<file path="src/rtl/hhs_pkg.sv">
package hhs_pkg;
  typedef enum logic {
    HYS_HIDDEN  = 1'b0,
    HYS_VISIBLE = 1'b1
  } hys_style_e;

  // signed widening of a sample-width word by one bit
  function automatic logic signed [16:0] widen16(input logic signed [15:0] v);
    return {v[15], v};
  endfunction
endpackage

</file>
<file path="src/rtl/hhs_levels.sv">
module hhs_levels #(
  parameter int SMP_W = 12,
  parameter int HYS_W = 8
) (
  input  logic [SMP_W-1:0]        thr_i,
  input  logic [HYS_W-1:0]        hys_i,
  output logic signed [SMP_W:0]   thr_x,
  output logic signed [SMP_W:0]   up_x,
  output logic signed [SMP_W:0]   lo_x
);
  localparam int XW  = SMP_W + 1;
  localparam int PAD = XW - HYS_W;

  logic signed [XW-1:0] hys_x;

  always_comb begin
    thr_x = $signed({thr_i[SMP_W-1], thr_i});
    hys_x = $signed({{PAD{1'b0}}, hys_i});
    up_x  = thr_x + hys_x;
    lo_x  = thr_x - hys_x;
  end
endmodule

</file>
<file path="src/rtl/hhs_decide.sv">
module hhs_decide #(
  parameter int SMP_W = 12
) (
  input  logic                   take_i,
  input  hhs_pkg::hys_style_e    style_i,
  input  logic signed [SMP_W:0]  smp_x,
  input  logic signed [SMP_W:0]  thr_x,
  input  logic signed [SMP_W:0]  up_x,
  input  logic signed [SMP_W:0]  lo_x,
  input  logic                   tooth_i,
  input  logic                   armed_i,
  output logic                   flip_o,
  output logic                   armed_nxt_o
);
  import hhs_pkg::*;

  logic below_lo, above_up, above_thr, below_thr, arm_now;
  logic rise_ok, fall_ok;

  always_comb begin
    below_lo  = smp_x < lo_x;
    above_up  = smp_x > up_x;
    above_thr = smp_x > thr_x;
    below_thr = smp_x < thr_x;
    arm_now   = armed_i | below_lo | above_up;
    if (style_i == HYS_VISIBLE) begin
      rise_ok = !tooth_i && above_up;
      fall_ok = tooth_i && below_lo;
    end else begin
      rise_ok = !tooth_i && arm_now && above_thr;
      fall_ok = tooth_i && arm_now && below_thr;
    end
    flip_o = take_i && (rise_ok || fall_ok);
    if (!take_i)     armed_nxt_o = armed_i;
    else if (flip_o) armed_nxt_o = 1'b0;
    else             armed_nxt_o = arm_now;
  end
endmodule

</file>
<file path="src/rtl/hhs_state.sv">
module hhs_state (
  input  logic clk,
  input  logic rst_n,
  input  logic hold_i,
  input  logic invert_i,
  input  logic flip_i,
  input  logic armed_nxt_i,
  output logic tooth_q,
  output logic armed_q,
  output logic out_q,
  output logic evt_q
);
  logic tooth_n, out_n;

  always_comb begin
    tooth_n = tooth_q ^ flip_i;
    if (hold_i) out_n = out_q;
    else        out_n = invert_i ? tooth_n : ~tooth_n;
  end

  always_ff @(posedge clk) begin
    if (!rst_n) begin
      tooth_q <= 1'b0;
      armed_q <= 1'b0;
      out_q   <= 1'b1;
      evt_q   <= 1'b0;
    end else begin
      tooth_q <= tooth_n;
      armed_q <= armed_nxt_i;
      out_q   <= out_n;
      evt_q   <= out_n != out_q;
    end
  end

  AST_STROBE_MARKS_CHANGE: assert property (@(posedge clk) disable iff (!rst_n)
    evt_q |-> (out_q != $past(out_q)));
  AST_NO_SILENT_CHANGE: assert property (@(posedge clk) disable iff (!rst_n)
    !evt_q |-> $stable(out_q));
  AST_HOLD_FREEZES: assert property (@(posedge clk) disable iff (!rst_n)
    hold_i |=> (!evt_q && $stable(out_q) && $stable(tooth_q) && $stable(armed_q)));
endmodule

</file>
<file path="src/rtl/hhs_switch.sv">
module hhs_switch #(
  parameter int SMP_W = 12,
  parameter int HYS_W = 8
) (
  input  logic             clk,
  input  logic             rst_n,
  input  logic             smp_valid,
  output logic             smp_ready,
  input  logic [SMP_W-1:0] smp_data,
  input  logic [SMP_W-1:0] thr_level,
  input  logic [HYS_W-1:0] hys_half,
  input  logic             hys_visible,
  input  logic             out_invert,
  input  logic             out_hold,
  output logic             sw_out,
  output logic             sw_strobe
);
  import hhs_pkg::*;

  localparam int XW = SMP_W + 1;

  logic signed [XW-1:0] thr_x, up_x, lo_x, smp_x;
  logic                 take, flip, armed_nxt, tooth_q, armed_q;
  hys_style_e           style;

  assign smp_ready = 1'b1;
  assign take      = smp_valid && !out_hold;
  assign style     = hys_style_e'(hys_visible);
  assign smp_x     = $signed({smp_data[SMP_W-1], smp_data});

  hhs_levels #(.SMP_W(SMP_W), .HYS_W(HYS_W)) u_lvl (
    .thr_i(thr_level), .hys_i(hys_half),
    .thr_x(thr_x), .up_x(up_x), .lo_x(lo_x)
  );

  hhs_decide #(.SMP_W(SMP_W)) u_dec (
    .take_i(take), .style_i(style), .smp_x(smp_x), .thr_x(thr_x),
    .up_x(up_x), .lo_x(lo_x), .tooth_i(tooth_q), .armed_i(armed_q),
    .flip_o(flip), .armed_nxt_o(armed_nxt)
  );

  hhs_state u_st (
    .clk(clk), .rst_n(rst_n), .hold_i(out_hold), .invert_i(out_invert),
    .flip_i(flip), .armed_nxt_i(armed_nxt),
    .tooth_q(tooth_q), .armed_q(armed_q), .out_q(sw_out), .evt_q(sw_strobe)
  );

  AST_RISE_ABOVE_THR: assert property (@(posedge clk) disable iff (!rst_n)
    (!$past(tooth_q) && tooth_q) |-> ($past(smp_x) > $past(thr_x)));
  AST_FALL_BELOW_THR: assert property (@(posedge clk) disable iff (!rst_n)
    ($past(tooth_q) && !tooth_q) |-> ($past(smp_x) < $past(thr_x)));
  AST_VIS_RISE_ON_LEVEL: assert property (@(posedge clk) disable iff (!rst_n)
    (!$past(tooth_q) && tooth_q && $past(hys_visible)) |-> ($past(smp_x) > $past(up_x)));
  AST_IDLE_KEEPS_SIDE: assert property (@(posedge clk) disable iff (!rst_n)
    !$past(smp_valid) |-> ($stable(tooth_q) && $stable(armed_q)));
  AST_READY_EVERY_CYCLE: assert property (@(posedge clk)
    smp_ready);
endmodule

</file>
<file path="config.mk">
export PLATFORM = sky130hd
export DESIGN_NAME = hhs_switch
export DESIGN_NICKNAME = d
export VERILOG_FILES = /design/src/rtl/hhs_pkg.sv /design/src/rtl/hhs_levels.sv /design/src/rtl/hhs_decide.sv /design/src/rtl/hhs_state.sv /design/src/rtl/hhs_switch.sv
export SDC_FILE = /design/constraint.sdc
export NUM_CORES = 1
export LEC_CHECK = 0
export BUFFER_PORTS_ARGS = -buffer_cell sky130_fd_sc_hd__buf_2
export CORE_UTILIZATION = 35
export CTS_CLUSTER_DIAMETER = 120
export DETAILED_ROUTE_END_ITERATION = 7
export GPL_ROUTABILITY_DRIVEN = 0
export REMOVE_ABC_BUFFERS = 1
export SLEW_MARGIN = 20
export SYNTH_ARGS = -nofsm -noshare
export SYNTH_HDL_FRONTEND = slang
export SYNTH_SLANG_ARGS = --single-unit
export TNS_END_PERCENT = 30
</file>
<file path="constraint.sdc">
create_clock -name clk -period 4.25 [get_ports clk]
set_input_delay 1.0625 -clock clk [delete_from_list [all_inputs] [get_ports clk]]
set_output_delay 1.0625 -clock clk [all_outputs]
set_load 0.02 [all_outputs]
</file>
==> flow_summary.ini <==
[setup_path]
slowest_delay_ns = 0.37
crit_path_max_fanout = 4
critPathCaptureType = flip-flop
path_cells = buf_6 > buf_6 > ha_4 > fa_2 > nor2b_2 > o21ai_2 > a21boi_2 > o21ai_2 > a21oi_2 > o21a_2 > nor2_1 > xnor2_1 > ha_1 > a21oi_1 > o22ai_1 > o32a_2 > mux2i_2 > a311oi_2 > buf_4 > o211a_1 > a221oi_2
r2r-start = u_st.tooth_q$_SDFF_PN0_
critPathSlowestCell = o32a_2
arrival_ns = 4.68
required_ns = 4.38
startpoint = hys_half[0]
path_class = primary input to flip-flop
start_kind = primary input

[sta]
fin_hold_ws_ns = 0.510
setup_ws_ns = -0.303
clock_skew_ns = 0.000849
period_needed_ns = 4.55
finalMaxSlewViolations = 0
clock.fmax_mhz = 220
rsz0062_at_grt = true
finalHoldViolations = 0
setup_viol = 3
period_share = 1.07

[die]
dieArea_sq_um = 5860
die_w_um = 76.5
die_height_um = 76.5
rows = 26
core_region_area_sq_um = 5240
start_util = 0.371
io-pin-count = 41

[power]
vdd_drop_max_v = 0.000274
p_comb_frac = 0.753
pwr-share-seq = 0.089
power_uw = 495
power.leakage_nw = 1.43
p_sw_uw = 208
swShare = 0.420
p_int_uw = 287
pwr-share-clk = 0.157
powerDensity_nw_per_um2 = 176

[finish]
antennaDiodeCount = 0
stdcell_area_sq_um = 2800
fillers = 528
nets = 437
syn2layout_area_growth_pct = 44.2
drive_gt1_frac = 0.392
layoutNonFillerInstCount = 412

[place]
io_buffers = 39
pre_cts_ws_ns = -0.840
dpl.hpwl_mm = 4.15
postPlaceCellArea_sq_um = 2460
dp.cells = 398

[global_routing]
grt_overflow_total = 0
grt_max_degree = 8
grt_pass1_wl_mm = 8.48
grt_pass1_vias = 1971
grt_use_met1 = 0.229
use_met3 = 0.0180
busiest_layer = met2
use_met2 = 0.311
grt_use_total = 0.174
antenna_found_initial = 0

[clock_network]
root_buffer = clkbuf_8
cts_buffers = 3
hold_buffers = 0
clk_latency_ns = 0.21
clk_pin_slew_worst_paths_ns = 0.03
cts_tree = done
cts_buffer_depth = 2
numClockSinks = 4
htreeDepth = 1

[logic_synthesis]
synth_warnings = 0
syn_area_per_cell_sq_um = 7.54
async_flop_share = 0
ys_top_cells_by_area = ha_1 34%, inv_1 7.5%, xnor2_1 6.3%
synth_top_cell_by_area = ha_1
synth.distinct_cells = 49
synth.top_cell.area_share = 0.341
synth_area_sq_um = 1940
synthCells = 258
synthFlopType = dfxtp_1
synth_edf_count = 0
synthTopCellsByCount = 53 x ha_1, 39 x inv_1, 20 x a21oi_1
yosysMostFrequentCell = ha_1
yosysSeqAreaShare = 0.0412
ys_ff_latch = 4

[routing]
drc_errors = 0
dr.pass1.iters = 4
antenna_left = 0
wl_per_cell_um = 12.3
vias = 2016
drt-initial-drc-count = 65
vias_per_cell = 4.89
drt-total-wl_mm = 5.07

[worst_hold_path]
worstHoldStart = u_st.armed_q$_SDFFE_PN0P_
hp-class = flip-flop to flip-flop

[status]
violations = setup timing
outcome = finished, violations left

[run]
cap_viol_max_count = 0
-- critical path, delay by kind of cell --
family                     cells  cell delay (ns)
AOI/OAI and AO/OA             11             1.89
adders and majority gates      3             0.81
buffers and inverters          3             0.38
and+or+nand+nor                2             0.21
muxes                          1             0.21
xor gates and xnor gates       1             0.13
-- timing repair --
| item | in CTS | in global routing |
|---|---|---|
| gates cloned | 0 | 0 |
| endpoints found under the setup margin | 4 | 4 |
| buffers inserted | 5 | 7 |
| pin swaps | 24 | 37 |
| gates resized for setup | 21 | 34 |
-- cell type report --
class	count	area (sq um)	share of cell area
Multi-Input combinational cell	213	1910	0.681
Clock buffer	3	41.3	0.0147
Inverter	39	146	0.0522
Sequential cell	4	80.1	0.0286
Timing Repair Buffer	83	538	0.192
Tap cell	70	87.6	0.0312
-- sequential cells by signal, summed over array words and instances (netlist names) --
name          count
u_st.out_q        1
u_st.evt_q        1
u_st.tooth_q      1
u_st.armed_q      1
-- worst paths after layout --
path	slack, ns	cells past startpoint	end
setup / recovery	-0.30	21	u_st.out_q$_SDFF_PN1_
hold reg to reg	0.51	2	u_st.armed_q$_SDFFE_PN0P_
hold / removal	0.51	2	u_st.armed_q$_SDFFE_PN0P_
setup reg to reg	2.66	8	u_st.out_q$_SDFF_PN1_
-- cells in the final DEF, fill, tap and decap left out, types with 3 or more instances in the layout --
| master | count |
|---|---|
| xnor2_1 | 14 |
| dfxtp_1 | 4 |
| clkbuf_8 | 3 |
| a21o_1 | 7 |
| nand3_1 | 11 |
| ha_1 | 49 |
| a311oi_2 | 3 |
| nand2b_1 | 9 |
| nand2_1 | 11 |
| inv_2 | 3 |
| and3_1 | 3 |
| ha_4 | 4 |
| o21ai_0 | 7 |
| a21oi_2 | 9 |
| nor2b_1 | 5 |
| o21ai_2 | 5 |
| buf_4 | 44 |
| nor3b_1 | 3 |
| buf_2 | 37 |
| nor3_2 | 3 |
| nor2_1 | 10 |
| a21oi_1 | 12 |
| inv_1 | 36 |
-- stage by stage --
| stage | utilization | TNS [ns] |
|---|---|---|
| global placement | 0.470 | -2.63 |
| CTS | 0.497 | -0.881 |
| floorplan | - | -0.429 |
| detailed placement | 0.470 | -2.80 |
| finish | 0.535 | -0.843 |
| global route | 0.535 | -1.51 |
-- routing by layer --
metal  vias up  wire length [um]
li1       1083                 -
met1       887              2420
met2        42              2460
met3         4               144
met4         0                51
met5         -                 0
-- logic make-up after synthesis --
family,share of synthesized area
buffers and inverters,0.0811
other,0.00193
and+or+nand+nor,0.199
muxes,0.0109
DFF,0.0412
AOI/OAI and AO/OA,0.237
xor gates and xnor gates,0.0676
adders and majority gates,0.362
-- power groups by stage --
stage / Combinational [mW] / Sequential [mW] / Clock [mW]
2_1_floorplan: 0.197 / 0.0463 / 0
3_3_place_gp: 0.309 / 0.0445 / 0
3_5_place_dp: 0.312 / 0.0446 / 0
4_1_cts: 0.331 / 0.0441 / 0.0809
5_1_grt: 0.417 / 0.0448 / 0.0841
6_report: 0.373 / 0.0442 / 0.0778
Power figures use the tool's default switching activity.
